**src/rtl/dcc_pkg.sv**
```systemverilog
package dcc_pkg;

    localparam int BYTE_W       = 8;
    localparam int ROW_W        = 4;
    localparam int COL_W        = 7;
    localparam int LO_ROW       = 3;
    localparam int HI_ROW_FIRST = 6;
    localparam int HI_ROW_LAST  = 8;
    localparam int DCC_COLS     = 3;

    typedef enum logic {
        CH_LO = 1'b0,
        CH_HI = 1'b1
    } dcc_ch_e;

    typedef struct packed {
        logic              first;
        logic              last;
        logic [BYTE_W-1:0] data;
    } dcc_ent_t;

    typedef struct packed {
        logic hit;
        logic first;
        logic last;
    } dcc_pos_t;

    // Classify a row/column position for one channel.
    function automatic dcc_pos_t pos_decode(dcc_ch_e ch,
                                            logic [ROW_W-1:0] row,
                                            logic [COL_W-1:0] col);
        dcc_pos_t p;
        logic     col_ok;
        col_ok = (col >= COL_W'(1)) && (col <= COL_W'(DCC_COLS));
        p      = '0;
        if (ch == CH_LO) begin
            p.hit   = col_ok && (row == ROW_W'(LO_ROW));
            p.first = p.hit && (col == COL_W'(1));
            p.last  = p.hit && (col == COL_W'(DCC_COLS));
        end else begin
            p.hit   = col_ok && (row >= ROW_W'(HI_ROW_FIRST)) && (row <= ROW_W'(HI_ROW_LAST));
            p.first = p.hit && (row == ROW_W'(HI_ROW_FIRST)) && (col == COL_W'(1));
            p.last  = p.hit && (row == ROW_W'(HI_ROW_LAST)) && (col == COL_W'(DCC_COLS));
        end
        return p;
    endfunction

endpackage

```
**src/rtl/dcc_tap.sv**
```systemverilog
module dcc_tap
    import dcc_pkg::*;
#(
    parameter dcc_ch_e CH = CH_LO
) (
    input  logic              clk,
    input  logic              rst,
    input  logic              vld,
    input  logic [BYTE_W-1:0] data,
    input  logic [ROW_W-1:0]  row,
    input  logic [COL_W-1:0]  col,
    output logic              push,
    output dcc_ent_t          ent
);

    dcc_pos_t pos;

    always_comb pos = pos_decode(CH, row, col);

    always_ff @(posedge clk) begin
        if (rst) begin
            push <= 1'b0;
            ent  <= '0;
        end else begin
            push      <= vld && pos.hit;
            ent.first <= pos.first;
            ent.last  <= pos.last;
            ent.data  <= data;
        end
    end

endmodule

```
**src/rtl/dcc_fifo.sv**
```systemverilog
module dcc_fifo
    import dcc_pkg::*;
#(
    parameter int DEPTH = 8
) (
    input  logic     clk,
    input  logic     rst,
    input  logic     push,
    input  dcc_ent_t din,
    input  logic     pop,
    output dcc_ent_t dout,
    output logic     empty
);

    localparam int AW = (DEPTH > 1) ? $clog2(DEPTH) : 1;

    dcc_ent_t      mem [DEPTH];
    logic [AW:0]   wp, rp;
    logic          full;

    assign empty = (wp == rp);
    assign full  = (wp[AW] != rp[AW]) && (wp[AW-1:0] == rp[AW-1:0]);
    assign dout  = mem[rp[AW-1:0]];

    always_ff @(posedge clk) begin
        if (push && !full) mem[wp[AW-1:0]] <= din;
    end

    always_ff @(posedge clk) begin
        if (rst) begin
            wp <= '0;
            rp <= '0;
        end else begin
            if (push && !full) wp <= wp + (AW+1)'(1);
            if (pop && !empty) rp <= rp + (AW+1)'(1);
        end
    end

endmodule

```
**src/rtl/dcc_serializer.sv**
```systemverilog
module dcc_serializer
    import dcc_pkg::*;
#(
    parameter int HALF = 4
) (
    input  logic     clk,
    input  logic     rst,
    input  logic     empty,
    input  dcc_ent_t ent,
    output logic     pop,
    output logic     sdata,
    output logic     sclk,
    output logic     sof,
    output logic     underrun
);

    localparam int CW = (HALF > 1) ? $clog2(HALF) : 1;

    logic [CW-1:0]     div_cnt;
    logic              sclk_q;
    logic [BYTE_W-1:0] shreg;
    logic [2:0]        bit_idx;
    logic              busy;
    logic              cur_last;
    logic              sof_q;
    logic              urun_q;
    logic              tick;
    logic              fall;
    logic              last_bit;

    assign tick     = (div_cnt == CW'(HALF - 1));
    assign fall     = tick && sclk_q;
    assign last_bit = (bit_idx == 3'd7);
    assign pop      = fall && (!busy || last_bit) && !empty;

    assign sdata    = shreg[BYTE_W-1];
    assign sclk     = sclk_q;
    assign sof      = sof_q;
    assign underrun = urun_q;

    always_ff @(posedge clk) begin
        if (rst) begin
            div_cnt  <= '0;
            sclk_q   <= 1'b0;
            shreg    <= '0;
            bit_idx  <= '0;
            busy     <= 1'b0;
            cur_last <= 1'b0;
            sof_q    <= 1'b0;
            urun_q   <= 1'b0;
        end else begin
            div_cnt <= tick ? '0 : div_cnt + CW'(1);
            if (tick) sclk_q <= ~sclk_q;
            if (fall) begin
                if (busy && !last_bit) begin
                    shreg   <= {shreg[BYTE_W-2:0], 1'b0};
                    bit_idx <= bit_idx + 3'd1;
                end else if (!empty) begin
                    shreg    <= ent.data;
                    bit_idx  <= '0;
                    busy     <= 1'b1;
                    cur_last <= ent.last;
                    sof_q    <= ent.first;
                end else begin
                    shreg   <= '0;
                    bit_idx <= '0;
                    busy    <= 1'b0;
                    sof_q   <= 1'b0;
                    if (busy && !cur_last) urun_q <= 1'b1;
                end
            end
        end
    end

endmodule

```
**src/rtl/dcc_extract.sv**
```systemverilog
module dcc_extract
    import dcc_pkg::*;
#(
    parameter int HI_HALF  = 4,
    parameter int LO_RATIO = 3,
    parameter int LO_DEPTH = 8,
    parameter int HI_DEPTH = 32
) (
    input  logic              clk,
    input  logic              rst,
    input  logic              oct_vld,
    input  logic [BYTE_W-1:0] oct_data,
    input  logic [ROW_W-1:0]  oct_row,
    input  logic [COL_W-1:0]  oct_col,
    output logic              lo_sdata,
    output logic              lo_sclk,
    output logic              lo_sof,
    output logic              lo_underrun,
    output logic              hi_sdata,
    output logic              hi_sclk,
    output logic              hi_sof,
    output logic              hi_underrun
);

    localparam int NCH = 2;

    logic [NCH-1:0] sd, sc, sf, ur;

    for (genvar c = 0; c < NCH; c++) begin : g_ch
        localparam int      HALF_C  = (c == 0) ? HI_HALF * LO_RATIO : HI_HALF;
        localparam int      DEPTH_C = (c == 0) ? LO_DEPTH : HI_DEPTH;
        localparam dcc_ch_e CH_C    = (c == 0) ? CH_LO : CH_HI;

        dcc_ent_t t_ent, h_ent;
        logic     t_push, f_pop, f_empty;

        dcc_tap #(.CH(CH_C)) u_tap (
            .clk  (clk),
            .rst  (rst),
            .vld  (oct_vld),
            .data (oct_data),
            .row  (oct_row),
            .col  (oct_col),
            .push (t_push),
            .ent  (t_ent)
        );

        dcc_fifo #(.DEPTH(DEPTH_C)) u_buf (
            .clk   (clk),
            .rst   (rst),
            .push  (t_push),
            .din   (t_ent),
            .pop   (f_pop),
            .dout  (h_ent),
            .empty (f_empty)
        );

        dcc_serializer #(.HALF(HALF_C)) u_ser (
            .clk      (clk),
            .rst      (rst),
            .empty    (f_empty),
            .ent      (h_ent),
            .pop      (f_pop),
            .sdata    (sd[c]),
            .sclk     (sc[c]),
            .sof      (sf[c]),
            .underrun (ur[c])
        );
    end

    assign lo_sdata    = sd[0];
    assign lo_sclk     = sc[0];
    assign lo_sof      = sf[0];
    assign lo_underrun = ur[0];
    assign hi_sdata    = sd[1];
    assign hi_sclk     = sc[1];
    assign hi_sof      = sf[1];
    assign hi_underrun = ur[1];

endmodule

```
**config.mk**
```make
export PLATFORM = sky130hd
export DESIGN_NAME = dcc_extract
export DESIGN_NICKNAME = d
export VERILOG_FILES = /design/src/rtl/dcc_pkg.sv /design/src/rtl/dcc_tap.sv /design/src/rtl/dcc_fifo.sv /design/src/rtl/dcc_serializer.sv /design/src/rtl/dcc_extract.sv
export SDC_FILE = /design/constraint.sdc
export NUM_CORES = 1
export LEC_CHECK = 0
export ABC_AREA = 1
export CORE_MARGIN = 2
export CORE_UTILIZATION = 45
export CTS_BUF_LIST = sky130_fd_sc_hd__clkbuf_8
export CTS_CLUSTER_DIAMETER = 40
export DETAILED_ROUTE_END_ITERATION = 6
export PLACE_DENSITY = 0.63
export SETUP_SLACK_MARGIN = 0.4
export SLEW_MARGIN = 20
export SYNTH_ARGS = -nofsm -noshare
export SYNTH_HDL_FRONTEND = slang
export SYNTH_SLANG_ARGS = --single-unit
```
**constraint.sdc**
```tcl
create_clock -name clk -period 2.2 [get_ports clk]
set_input_delay 0.44 -clock clk [delete_from_list [all_inputs] [get_ports clk]]
set_output_delay 0.44 -clock clk [all_outputs]
set_load 0.05 [all_outputs]
```
==> metrics.txt <==
outcome=completed; Routed WL=about 51 mm; crit end category=flop; Final Cycle Share=a little under nine tenths; First DRT Iteration DRCs=about 1300; total global-route track usage=22.0%; DR WL/cell=19.2 um; worst hold endpoint=g_ch[1].u_buf.wp[0]; Max IR drop VDD=0.000451 V; post-route insts no fill=between 2000 and 3000; fill count=between 3000 and 4000; Post-synth EDFFs=400; Max clock buf depth=3; CP max stage delay=approximately 0.48 ns; setup TNS=0 ns; pre-CTS setup slack=0.198 ns; Final ANT Viol Nets=0; max_slew headroom=a little under three fifths; fin worst setup slack=0.327 ns; Synth cell types=44; top-count cell post-synth=nand2_1; CP max FO=10; slowest library cell on the worst path=nand3_1; Cells after Synth=roughly 1900; Leak=9.26 nW; Worst Setup Start Kind=flop; share of cells above drive strength 1=16.7%; largest area contributor in the netlist=edfxtp_1; row count=77; DP HPWL=about 29 mm; most used flip-flop cell after synthesis=edfxtp_1; drt via density=between 5 and 6; R2R setup slack=approximately 0.33 ns; largest net degree at the start of global routing=74; dpl cells=~2500; worst-margin pin slew=between 0.6 and 0.7 ns; IO Pins=30; final setup violation count=0; # DRC=0; Overall Power=around 0.018 W; fmax=between 500 and 600 MHz; H-tree depth=3; RR Endpoint=g_ch[1].u_buf.mem[11][6]; sequential share of the synthesized area=between 60% and 70%; Min-Delay Path Class=in -> reg; synthesized area=~20000 sq um; CP cell instances=buf_4 > inv_1 > nand3_1 > nor2_2 > buf_6; Pre-antenna DRT Iters=6; via count=14100; Mapped Nets=1908; max-cap viol count=0; CTS Buf Count=82; initial antenna violation count=0; kind of critical path=reg -> reg; Nets=between 2000 and 2500; Tmin final=1.87 ns; hold wc startpoint=rst; largest cells by area after synthesis=edfxtp_1, nand2_1, dfxtp_1, nand3_1, inv_1; Post-synth top cells=nand2_1, edfxtp_1, nand3_1; Final Hold Fails=0; Max Clock Skew=about 0.032 ns; DIE WIDTH=215 um; Avg Cell Area, Syn=10.7 sq um; Buffers on Ports=29; synth-to-layout area growth=19.4%; TritonCTS clock tree=built; root buffer cell=clkbuf_8; ANT cells=0; Max Slew Vio Count=0; number of global-route vias before repair=around 14000; yosys warns=0; Initial Utilization=between 40% and 50%; CP Data Required Time=approximately 2.6 ns; ys async rst share=0%; crit path from=g_ch[1].u_buf.wp[2]; die area=approximately 46000 sq um; Yosys top cell area share=about three fifths; R2R Path Start=g_ch[1].u_buf.wp[2]; gr ovfl total=0; Clock Sinks=between 400 and 500; first-pass GRT wire length=approximately 77 mm; Power Density=between 700 and 800 nW/um^2; Routability Congestion=0.861; RSZ-0062 raised after global routing=true; clock slew at reported path FFs=~0.060 ns; core area=approximately 44000 sq um; crit path DAT=2.22 ns; R2R depth=5; Die Ht=roughly 210 um; register bit total from synthesis=480; Worst-Skew Late Latency=0.66 ns; hold path depth=4
[per-layer routing]
layer	wire length, um	track usage, %
met5	0	0
met2	25200	37.3
met3	3330	3.78
met4	1680	7.96
met1	21200	28.4
[critical path, delay by kind of cell (launching register included)]
family        cells  cell delay, ns
buf+inv           3            0.46
flops             1            0.32
simple gates      2            0.80
[flip-flops by register name, summed over array words and instances, names as in the netlist, named ones only]
name / cells
g_ch.u_ser.bit_idx: 6
g_ch.u_ser.underrun: 2
g_ch.u_buf.rp: 10
g_ch.u_buf.mem: 400
g_ch.u_ser.cur_last: 2
g_ch.u_tap.ent: 12
g_ch.u_buf.wp: 10
g_ch.u_tap.push: 2
g_ch.u_ser.sof: 2
g_ch.u_ser.shreg: 16
g_ch.u_ser.busy: 2
g_ch.u_ser.sclk: 2
g_ch.u_ser.div_cnt: 6
[cells in the final DEF (no fill, tap or decap), drive strengths merged, types with 11 or more instances in the layout]
cell,netlist,layout
a21oi,51,51
buf,59,128
clkbuf,33,89
clkdlybuf4s50,0,20
clkinv,1,29
dfxtp,80,80
edfxtp,400,400
ha,13,13
inv,162,188
nand2,544,544
nand3,209,209
nor2,153,154
nor3,13,13
o211ai,13,13
o21ai,79,79
o22ai,21,21
xor2,11,11
[what timing repair did]
| item | CTS | global route |
|---|---|---|
| hold buffers | 0 | 0 |
| gates resized for setup | 119 | 74 |
| endpoints found under the setup margin | 353 | 378 |
| cloned | 12 | 13 |
| pin swaps | 6 | 13 |
| setup buffers | 11 | 8 |
[stage by stage]
stage | hold slack, ns | utilization, % | area [sq um]
2_1_floorplan | 0.404 | - | 20100
3_3_place_gp | 0.413 | 48.4 | 21300
3_5_place_dp | 0.424 | 48.4 | 21300
4_1_cts | 0.199 | 53.2 | 23400
5_1_grt | 0.240 | 54.2 | 23900
6_report | 0.234 | 54.2 | 23900
[report_power, final]
part,total (W),switching [W],internal [W]
sequential,0.00983,0.00000810,0.00982
combinational,0.000258,0.000196,0.0000625
clock,0.00795,0.00367,0.00427
[cell families after synthesis]
group / after synthesis / synth area share [%]
and+or+nand+nor: 931 / 19.8
DFF: 480 / 68.1
muxes: 2 / 0.100
adders and majority gates: 13 / 0.814
buffers and inverters: 255 / 5.36
xor gates and xnor gates: 17 / 0.821
AOI/OAI and AO/OA: 175 / 4.98
[area by class of cell]
type / count / area (sq um) / area share [%]
Timing Repair Buffer: 151 / 1600 / 6.70
Clock inverter: 63 / 449 / 1.88
Sequential cell: 480 / 13600 / 57.2
Multi-Input combinational cell: 1139 / 5600 / 23.5
Inverter: 163 / 637 / 2.67
Clock buffer: 86 / 1180 / 4.96
Tap cell: 592 / 741 / 3.11
[worst max-delay path by stage]
stage               cells past startpoint  slack, ns                  endpoint
global route                           10       0.30  g_ch[1].u_buf.mem[25][0]
detailed placement                      7       0.20   g_ch[0].u_buf.mem[6][7]
CTS                                    10       0.34  g_ch[1].u_buf.mem[29][3]
global placement                       10       0.24  g_ch[1].u_buf.mem[13][9]
finish                                  5       0.33  g_ch[1].u_buf.mem[11][6]
floorplan                              10       0.30  g_ch[1].u_buf.mem[18][0]
Power figures use the tool's default switching activity.
